**src/rtl/segscan_pkg.sv**
```systemverilog
package segscan_pkg;
   localparam int DIGITS  = 4;
   localparam int NIB_W   = 4;
   localparam int SEG_W   = 7;
   localparam int IDX_W   = $clog2(DIGITS);

   typedef logic [SEG_W-1:0] seg_t;
   typedef logic [NIB_W-1:0] nib_t;
   typedef logic [IDX_W-1:0] idx_t;
endpackage

```
**src/rtl/segscan_timer.sv**
```systemverilog
module segscan_timer #(
   parameter int TICK_CYCLES = 100000
) (
   input  logic clk,
   input  logic rst,
   output logic tick
);
   if (TICK_CYCLES < 1) begin : g_bad_tick
      $error("segscan_timer: TICK_CYCLES must be at least 1");
   end

   if (TICK_CYCLES == 1) begin : g_every
      assign tick = ~rst;
   end else begin : g_count
      localparam int CNT_W = $clog2(TICK_CYCLES);
      localparam logic [CNT_W-1:0] LAST = CNT_W'(TICK_CYCLES - 1);
      logic [CNT_W-1:0] cnt;

      always_ff @(posedge clk) begin
         if (rst)              cnt <= '0;
         else if (cnt == LAST) cnt <= '0;
         else                  cnt <= cnt + 1'b1;
      end

      assign tick = ~rst && (cnt == LAST);

      AST_TICK_SPACING: assert property (@(posedge clk) disable iff (rst)
         tick |=> !tick);
   end
endmodule

```
**src/rtl/segscan_seq.sv**
```systemverilog
module segscan_seq
   import segscan_pkg::*;
#(
   parameter int N = DIGITS
) (
   input  logic         clk,
   input  logic         rst,
   input  logic         adv,
   output idx_t         idx,
   output logic [N-1:0] sel
);
   if (N != DIGITS) begin : g_bad_n
      $error("segscan_seq: digit count is fixed by the package");
   end

   localparam idx_t LAST_IDX = idx_t'(N - 1);

   always_ff @(posedge clk) begin
      if (rst) begin
         sel <= N'(1);
         idx <= '0;
      end else if (adv) begin
         sel <= {sel[N-2:0], sel[N-1]};
         idx <= (idx == LAST_IDX) ? '0 : idx + 1'b1;
      end
   end

   AST_ANODE_ONEHOT: assert property (@(posedge clk) disable iff (rst)
      $onehot(sel));
   AST_ANODE_ROTATE: assert property (@(posedge clk) disable iff (rst)
      adv |=> sel == {$past(sel[N-2:0]), $past(sel[N-1])});
   AST_ANODE_HOLD: assert property (@(posedge clk) disable iff (rst)
      !adv |=> $stable(sel));
   AST_IDX_MATCH: assert property (@(posedge clk) disable iff (rst)
      sel[idx]);
endmodule

```
**src/rtl/segscan_regs.sv**
```systemverilog
module segscan_regs
   import segscan_pkg::*;
#(
   parameter int DATA_W = 32
) (
   input  logic                    clk,
   input  logic                    rst,
   input  logic                    wr_en,
   input  logic [DATA_W-1:0]       wr_data,
   input  logic                    slot_adv,
   output logic [DATA_W-1:0]       rd_data,
   output logic [DIGITS*NIB_W-1:0] disp_word
);
   localparam int STORE_W = DIGITS * NIB_W;

   if (DATA_W < STORE_W) begin : g_bad_width
      $error("segscan_regs: DATA_W too narrow for the digit nibbles");
   end

   logic [STORE_W-1:0] held;

   always_ff @(posedge clk) begin
      if (rst) begin
         held      <= '0;
         disp_word <= '0;
      end else begin
         if (wr_en)    held      <= wr_data[STORE_W-1:0];
         if (slot_adv) disp_word <= held;
      end
   end

   if (DATA_W > STORE_W) begin : g_pad
      assign rd_data = {{(DATA_W-STORE_W){1'b0}}, held};
   end else begin : g_exact
      assign rd_data = held;
   end

   AST_READBACK: assert property (@(posedge clk) disable iff (rst)
      wr_en |=> rd_data[STORE_W-1:0] == $past(wr_data[STORE_W-1:0]));
   AST_DISP_HOLD: assert property (@(posedge clk) disable iff (rst)
      !slot_adv |=> $stable(disp_word));
   AST_UPPER_ZERO: assert property (@(posedge clk) disable iff (rst)
      rd_data >> STORE_W == '0);
endmodule

```
**src/rtl/segscan_hexdec.sv**
```systemverilog
module segscan_hexdec
   import segscan_pkg::*;
(
   input  nib_t nib,
   output seg_t seg
);
   always_comb begin
      unique case (nib)
         4'h0: seg = 7'h3F;
         4'h1: seg = 7'h06;
         4'h2: seg = 7'h5B;
         4'h3: seg = 7'h4F;
         4'h4: seg = 7'h66;
         4'h5: seg = 7'h6D;
         4'h6: seg = 7'h7D;
         4'h7: seg = 7'h07;
         4'h8: seg = 7'h7F;
         4'h9: seg = 7'h6F;
         4'hA: seg = 7'h77;
         4'hB: seg = 7'h7C;
         4'hC: seg = 7'h39;
         4'hD: seg = 7'h5E;
         4'hE: seg = 7'h79;
         default: seg = 7'h71;
      endcase
   end
endmodule

```
**src/rtl/segscan_ctrl.sv**
```systemverilog
module segscan_ctrl
   import segscan_pkg::*;
#(
   parameter int CLK_HZ      = 100_000_000,
   parameter int TICK_CYCLES = 100_000,
   parameter int DATA_W      = 32,
   parameter bit ACTIVE_LOW  = 1'b1,
   parameter int MIN_FRAME_HZ = 60
) (
   input  logic              clk,
   input  logic              rst,
   input  logic              wr_en,
   input  logic [DATA_W-1:0] wr_data,
   output logic [DATA_W-1:0] rd_data,
   output logic [DIGITS-1:0] anode_o,
   output logic [SEG_W-1:0]  cathode_o
);
   localparam longint FRAME_CYC = longint'(TICK_CYCLES) * DIGITS;

   if (longint'(CLK_HZ) < FRAME_CYC * MIN_FRAME_HZ) begin : g_too_slow
      $error("segscan_ctrl: frame rate below the minimum refresh");
   end

   logic                    tick;
   idx_t                    idx;
   logic [DIGITS-1:0]       sel;
   logic [DIGITS*NIB_W-1:0] disp_word;
   nib_t                    nibs [DIGITS];
   seg_t                    seg_lit;

   segscan_timer #(.TICK_CYCLES(TICK_CYCLES)) u_timer (
      .clk(clk), .rst(rst), .tick(tick));

   segscan_seq #(.N(DIGITS)) u_seq (
      .clk(clk), .rst(rst), .adv(tick), .idx(idx), .sel(sel));

   segscan_regs #(.DATA_W(DATA_W)) u_regs (
      .clk(clk), .rst(rst), .wr_en(wr_en), .wr_data(wr_data),
      .slot_adv(tick), .rd_data(rd_data), .disp_word(disp_word));

   for (genvar d = 0; d < DIGITS; d++) begin : g_unpack
      assign nibs[d] = disp_word[d*NIB_W +: NIB_W];
   end

   segscan_hexdec u_dec (.nib(nibs[idx]), .seg(seg_lit));

   if (ACTIVE_LOW) begin : g_drive_low
      assign anode_o   = ~sel;
      assign cathode_o = ~seg_lit;
   end else begin : g_drive_high
      assign anode_o   = sel;
      assign cathode_o = seg_lit;
   end

   AST_LOCKSTEP: assert property (@(posedge clk) disable iff (rst)
      !tick |=> $stable(anode_o) && $stable(cathode_o));
   AST_ONE_DIGIT: assert property (@(posedge clk) disable iff (rst)
      $countones(anode_o) == (ACTIVE_LOW ? DIGITS - 1 : 1));
endmodule

```
**config.mk**
```make
export PLATFORM = sky130hd
export DESIGN_NAME = segscan_ctrl
export DESIGN_NICKNAME = d
export VERILOG_FILES = /design/src/rtl/segscan_pkg.sv /design/src/rtl/segscan_timer.sv /design/src/rtl/segscan_seq.sv /design/src/rtl/segscan_regs.sv /design/src/rtl/segscan_hexdec.sv /design/src/rtl/segscan_ctrl.sv
export SDC_FILE = /design/constraint.sdc
export NUM_CORES = 1
export LEC_CHECK = 0
export BUFFER_PORTS_ARGS = -buffer_cell sky130_fd_sc_hd__buf_2
export CORE_ASPECT_RATIO = 0.5
export CORE_MARGIN = 3
export CORE_UTILIZATION = 40
export DETAILED_ROUTE_END_ITERATION = 7
export SKIP_CTS_REPAIR_TIMING = 1
export SYNTH_ARGS = -nofsm -noshare
export SYNTH_HDL_FRONTEND = slang
export SYNTH_SLANG_ARGS = --single-unit
```
**constraint.sdc**
```tcl
create_clock -name clk -period 3.1 [get_ports clk]
set_clock_uncertainty 0.15 [all_clocks]
set_input_delay 0 -clock clk [delete_from_list [all_inputs] [get_ports clk]]
set_output_delay 0 -clock clk [all_outputs]
set_load 0.05 [all_outputs]
```
==> key figures, run 1 <==
Timing
  • Pins Over Slew Limit: 0
  • Final min period: 2.59 ns
  • Final worst path period share: 83.7%
  • Final setup violation count: 0
  • Max frequency: 386 MHz
  • Relative slew slack: 62.1%
  • Final hold slack: -0.0223 ns
  • Setup TNS Final: 0 ns
  • Fin. Hold Viols: 15
  • Slew @ Worst Pin: 0.569 ns
  • RSZ-0062 raised after global routing: false

Setup path
  • Worst-path maximum fanout: 6
  • Critical path arrival: 2.44 ns
  • Critical path endpoint category: primary output
  • Reg2Reg Depth: 5
  • Req. time, crit path: 2.95 ns
  • Worst setup SP type: flop
  • WS Path Type: reg2out
  • Reg2reg setup slack: 0.93 ns

Synth
  • Instance count of the mapped netlist: 250
  • Synth top area share: 43.9%
  • Synthesized cell area: 0.00251 mm2
  • Synth area leaders: dfxtp_1 (44%), a22o_1 (7.3%), mux2i_1 (6.4%), nor2_1 (4.9%), buf_4 (4.8%)
  • Syn avg cell area: 10.0 um2
  • Synth unique cells: 43
  • Number of synthesized register bits: 55
  • Yosys top cell by area: dfxtp_1
  • Post-synthesis sequential area ratio: 43.9%
  • Ys Warns: 0

Die
  • Die width: 118 um
  • Core area: 0.00575 mm2
  • Initial Utilization: 43.6%
  • Number of I/O pins: 78
  • Rows: 19
  • Die ar.: 0.00731 mm2
  • Die Y: 62.0 um

Routing
  • Drt total wl: 4.97 mm
  • Post-route ant nets: 0
  • Residual DRC: 0
  • Initial DRC count: 57
  • Routed via count: 1896
  • DR vias/cell: 4.84
  • First-pass DRT Iterations: 4
  • Routed length per instance: 12.7 um

Global routing
  • Gr usage total: 14.0%
  • GR Util met3: 3.71%
  • Initial antenna violation count: 0
  • First-pass GRT wire length: 8.25 mm
  • Vias in the first global route: 1779
  • Grt met2 use: 24.7%
  • Grt met1 use: 17.4%
  • GR Overflow Total: 0
  • Pin count of the biggest net entering global routing: 24
  • GRT Max-Usage Layer: met2

Cells and area
  • Design Area, Final: 0.00303 mm2
  • Antenna fix cells: 0
  • Layout area overhead: 21.0%
  • Most common cell after layout, fill and taps aside: dfxtp_1
  • Layout cell share with drive strength beyond 1: 21.1%
  • Commonest cells after routing, fill and taps aside: dfxtp_1 (55), buf_2 (45), nor2_1 (33), a22o_1 (21)
  • Nets@finish: 350
  • FILL cells: 526

Clock network
  • Worst-Skew Late Latency: 0.30 ns
  • CTS tree: built
  • H-Tree Depth: 2
  • Reg clk slew, reported paths: 0.08 ns
  • Clock buffer depth: 2
  • Num CTS Buffers: 5
  • Clk Tree Root Cell: clkbuf_16
  • Clock sinks: 55

Place
  • DP Area: 0.00272 mm2
  • DP HPWL: 3.47 mm
  • I/O Buffers: 45
  • RD Place Congestion: 0.783

Power and ir drop
  • Cell Pwr Density: 486 mW/mm2
  • Leak pwr: 1.27 nW
  • VDD IR-drop max: 286 uV

Outcome
  • Failing checks: hold timing
  • Run status: finished with violations

Min path
  • Hold Path Class: in2reg
  • Worst Hold Depth: 2

Job
  • Max Cap Viol: 0
[cell usage after synthesis]
cell / instances
xor2_1: 3
xnor2_1: 10
nand4_1: 5
or3_4: 1
or4b_1: 1
conb_1: 1
buf_6: 2
inv_1: 11
buf_4: 16
or3_1: 2
nand4b_1: 1
o21ba_4: 1
clkbuf_1: 5
and3_1: 1
nor3_1: 3
and2_1: 2
o2bb2ai_1: 1
mux2_2: 2
nand3_1: 7
o21a_1: 3
o31ai_1: 1
mux2i_1: 16
a22oi_1: 2
nand2b_1: 1
and4_1: 2
nor4_1: 4
nand2_1: 7
nor2_1: 33
mux2_1: 1
a22o_1: 21
nor2b_1: 2
mux4_2: 4
buf_1: 1
nor4bb_1: 1
o21bai_2: 1
ha_1: 8
dfxtp_1: 55
o21ai_1: 3
buf_2: 3
nor3_2: 1
o21ai_0: 1
a31o_2: 1
a21oi_1: 3
[critical path, stage by stage (launching register included)]
cell,delay (ns)
dfxtp_1,0.54
mux4_2,0.65
inv_1,0.14
ha_1,0.23
inv_1,0.07
o31ai_1,0.22
buf_2,0.30
[per-layer routing]
layer	wire (um)	share of wire, %
met5	0	0
met4	42	0.85
met3	216	4.3
met2	2290	46
met1	2420	49
[sequential cells by signal, indices dropped and copies added, names as in the netlist]
register	count
u_regs.disp_word	16
u_regs.held	16
u_seq.idx	2
u_seq.sel	4
u_timer.g_count.cnt	17
[stage by stage]
stage                     hold slack, ns  power (mW)  setup slack (ns)  utilization [%]  instances
after detailed placement          0.0919       0.905             0.800             47.3        368
after floorplan                 -0.00259       0.890             0.177                -        265
after global routing              0.0106        1.54             0.338             52.7        392
after CTS                         -0.217        1.48             0.473             50.0        376
final                            -0.0223        1.47             0.506             52.7        392
after global placement            0.0828       0.902             0.843             47.3        368
[kinds of logic after synthesis]
logic type | Yosys count | share of synthesized area (%)
buffers and inverters | 38 | 8.83
multiplexers | 23 | 11.3
AND/OR/NAND/NOR | 74 | 14.9
flip-flops | 55 | 43.9
XOR/XNOR | 13 | 4.54
AO/OA/AOI/OAI | 38 | 12.3
other | 1 | 0.150
adder cells (fa/ha/maj) | 8 | 3.99
[where the power goes]
group / total, mW / internal [mW] / leakage [nW] / switching, mW
sequential: 0.735 / 0.722 / 0.447 / 0.0131
clock: 0.571 / 0.307 / 0.0719 / 0.264
combinational: 0.169 / 0.0466 / 0.750 / 0.122
[area by class of cell]
| class | count | area, um2 | area share, % |
|---|---|---|---|
| Tap cell | 84 | 105 | 3.46 |
| Multi-Input combinational cell | 172 | 1240 | 40.9 |
| Timing Repair Buffer | 62 | 393 | 12.9 |
| Clock inverter | 3 | 27.5 | 0.907 |
| Inverter | 11 | 41.3 | 1.36 |
| Sequential cell | 55 | 1100 | 36.3 |
| Clock buffer | 5 | 125 | 4.12 |
[final timing paths]
kind                                             start                     end
worst min-delay path                               rst          u_regs.held[9]
worst min register to register    u_regs.disp_word[15]    u_regs.disp_word[15]
worst max register to register  u_timer.g_count.cnt[0]  u_timer.g_count.cnt[5]
worst max-delay path                      u_seq.idx[0]            cathode_o[0]
Note: power is estimated with default switching activity, not from simulation.
==> run 2, diff against run 1 <==
==> constraint.sdc (replaced) <==
create_clock -name clk -period 2.7 [get_ports clk]
set_clock_uncertainty 0.15 [all_clocks]
set_input_delay 0 -clock clk [delete_from_list [all_inputs] [get_ports clk]]
set_output_delay 0 -clock clk [all_outputs]
set_load 0.05 [all_outputs]
==> run 2 against run 1 <==
Against the previous run:
- the run still ends with hold timing left
- worst setup slack worse by 0.25 ns
- critical path depth unchanged
- sequential cell count unchanged
- non-clock buffer count unchanged
- sequential power up 15%
- register-to-register slack worse by 0.42 ns
- die area unchanged
- global-route usage about the same
- via count up 2.0%
- clock power up 11%
- design area about the same
- routed wire length up 4.8%
==> key figures, run 2 (synthesis results as in run 1) <==
Cells and area
  • Biggest regs: u_timer.g_count.cnt x17, u_regs.disp_word x16, u_regs.held x16
  • Max FFs per register: 17 (unchanged)
  • Commonest cells after routing, fill and taps aside: dfxtp_1 (54), buf_2 (45), nor2_1 (33), a22o_1 (21)
  • Multi-input gate area: 0.00125 mm2 (+0.40%)
  • Non-filler instance count after layout: 392 (unchanged)
  • Layout cell share with drive strength beyond 1: 21.4% (+0.32 points)
  • Antenna fix cells: 0 (unchanged)
  • Most flops, register: u_timer.g_count.cnt
  • FILL cells: 540 (+2.7%)
  • Layout area overhead: 21.0% (about the same)
  • Nets@finish: 350 (unchanged)
  • Most common cell after layout, fill and taps aside: dfxtp_1
  • Utilization after layout: 52.7% (about the same)
  • FF/Latch Area: 0.00110 mm2 (+0.11%)
  • Design Area, Final: 0.00303 mm2 (about the same)

Routing
  • Residual DRC: 0 (unchanged)
  • First-pass DRT Iterations: 4 (unchanged)
  • Routed via count: 1933 (+2.0%)
  • Post-route ant nets: 0 (unchanged)
  • DR vias/cell: 4.93 (+2.0%)
  • Initial DRC count: 74 (+30%)
  • Drt total wl: 5.20 mm (+4.8%)
  • Routed length per instance: 13.3 um (+4.8%)

Power and ir drop
  • Flop pwr share: 50.5% (+0.7 points)
  • VDD IR-drop max: 306 uV (+6.9%)
  • Cell Pwr Density: 551 mW/mm2 (+13%)
  • Combinational share of power: 11.7% (+0.2 points)
  • Leak pwr: 1.27 nW (-0.13%)
  • NetSw: 0.441 mW (+10%)
  • Sw Share: 26.4% (-0.72 points)
  • Clock share of power: 37.8% (-0.9 points)
  • P_int: 1.23 mW (+14%)

Setup path
  • Worst-path maximum fanout: 6 (unchanged)
  • Critical path endpoint category: primary output
  • WS Path Type: reg2out
  • Slowest cell on the critical path: mux4_2
  • Crit-path max cell delay: 0.59 ns (-0.06 ns)
  • Req. time, crit path: 2.55 ns (-0.40 ns)
  • Crit-path cells: mux4_2 > inv_1 > ha_1 > a21oi_1 > o21a_1 > buf_2
  • Worst setup SP type: flop
  • Critical path arrival: 2.30 ns (-0.14 ns)

Job
  • Max Cap Viol: 0 (unchanged)

Global routing
  • Initial antenna violation count: 0 (unchanged)
  • First-pass GRT wire length: 8.25 mm (about the same)
  • Gr usage total: 14.0% (about the same)
  • Vias in the first global route: 1771 (-0.45%)
  • Pin count of the biggest net entering global routing: 24 (unchanged)
  • GR Overflow Total: 0 (unchanged)

Place
  • DP Area: 0.00273 mm2 (+0.18%)
  • DP HPWL: 3.58 mm (+3.1%)
  • # placed instances: 368 (unchanged)
  • RD Place Congestion: 0.828 (+5.7%)
  • I/O Buffers: 45 (unchanged)

Die
  • Die Y: 62.0 um (unchanged)
  • Core area: 0.00575 mm2 (unchanged)
  • Initial Utilization: 43.6% (unchanged)
  • Die width: 118 um (unchanged)
  • Die ar.: 0.00731 mm2 (unchanged)
  • Number of I/O pins: 78 (unchanged)
  • Rows: 19 (unchanged)

Timing
  • Relative slew slack: 62.0% (-0.082 points)
  • Slew @ Worst Pin: 0.570 ns (+0.00122 ns)
  • Final worst path period share: 90.7%
  • Pins Over Slew Limit: 0 (unchanged)
  • Final setup violation count: 0 (unchanged)
  • Fin. Hold Viols: 11 (-4)
  • RSZ-0062 raised after global routing: false
  • Final min period: 2.45 ns
  • Max frequency: 408 MHz
  • Setup TNS Final: 0 ns (unchanged)
  • Final hold slack: -0.00902 ns (+0.0133 ns)

Clock network
  • Reg clk slew, reported paths: 0.07 ns (about the same)
  • Clock sinks: 55 (unchanged)
  • H-Tree Depth: 2 (unchanged)
  • Clk Tree Root Cell: clkbuf_16
  • Worst-Skew Late Latency: 0.29 ns (about the same)
  • CTS tree: built
  • Num CTS Buffers: 5 (unchanged)
  • Clock buffer depth: 2 (unchanged)

Outcome
  • Failing checks: hold timing
  • Run status: finished with violations

Min path
  • Hold Path Class: in2reg
## run 2: final timing paths
check | slack (ns) | end | from | cells after the start
worst max-delay path | 0.25 | cathode_o[3] | u_seq.idx[0] | 6
worst min-delay path | -0.009 | u_regs.held[1] | rst | 2
worst max register to register | 0.51 | u_timer.g_count.cnt[7] | u_timer.g_count.cnt[0] | 5
worst min register to register | 0.33 | u_seq.sel[1] | u_seq.sel[0] | 1
## run 2: area by class of cell
class	instances	area share, %
clock inverters	2	0.536
inverters	11	1.36
flip-flops and latches	55	36.3
clock buffers	6	4.25
repair buffers	62	13.0
well taps	84	3.47
multi-input cells	172	41.1
## run 2: metrics by stage
step / setup slack [ns] / power, mW
5_1_grt: 0.0412 / 1.74
2_1_floorplan: 0.170 / 1.02
3_5_place_dp: 0.437 / 1.04
4_1_cts: 0.111 / 1.67
3_3_place_gp: 0.471 / 1.04
6_report: 0.251 / 1.67
## run 2: power by group through the flow
stage / registers [mW] / logic [mW] / clock network, mW
detailed placement: 0.862 / 0.176 / 0
finish: 0.844 / 0.195 / 0.632
global placement: 0.862 / 0.174 / 0
floorplan: 0.909 / 0.113 / 0
CTS: 0.844 / 0.177 / 0.645
global route: 0.846 / 0.207 / 0.690
## run 2: worst max-delay path, delay by kind of cell, from the launching register on
kind                       cells  cell delay (ns)
adders and majority gates      1             0.27
DFF                            1             0.43
AOI/OAI and AO/OA              2             0.30
buffers and inverters          2             0.42
muxes                          1             0.59
## run 2: routing by layer
metal  vias to the layer above  global-route usage [%]  wire (um)
met4                         0                    3.00         26
met3                         5                    4.16        281
met5                         -                       0          0
met1                       914                    17.5       2450
li1                        965                       -          -
met2                        49                    24.9       2440
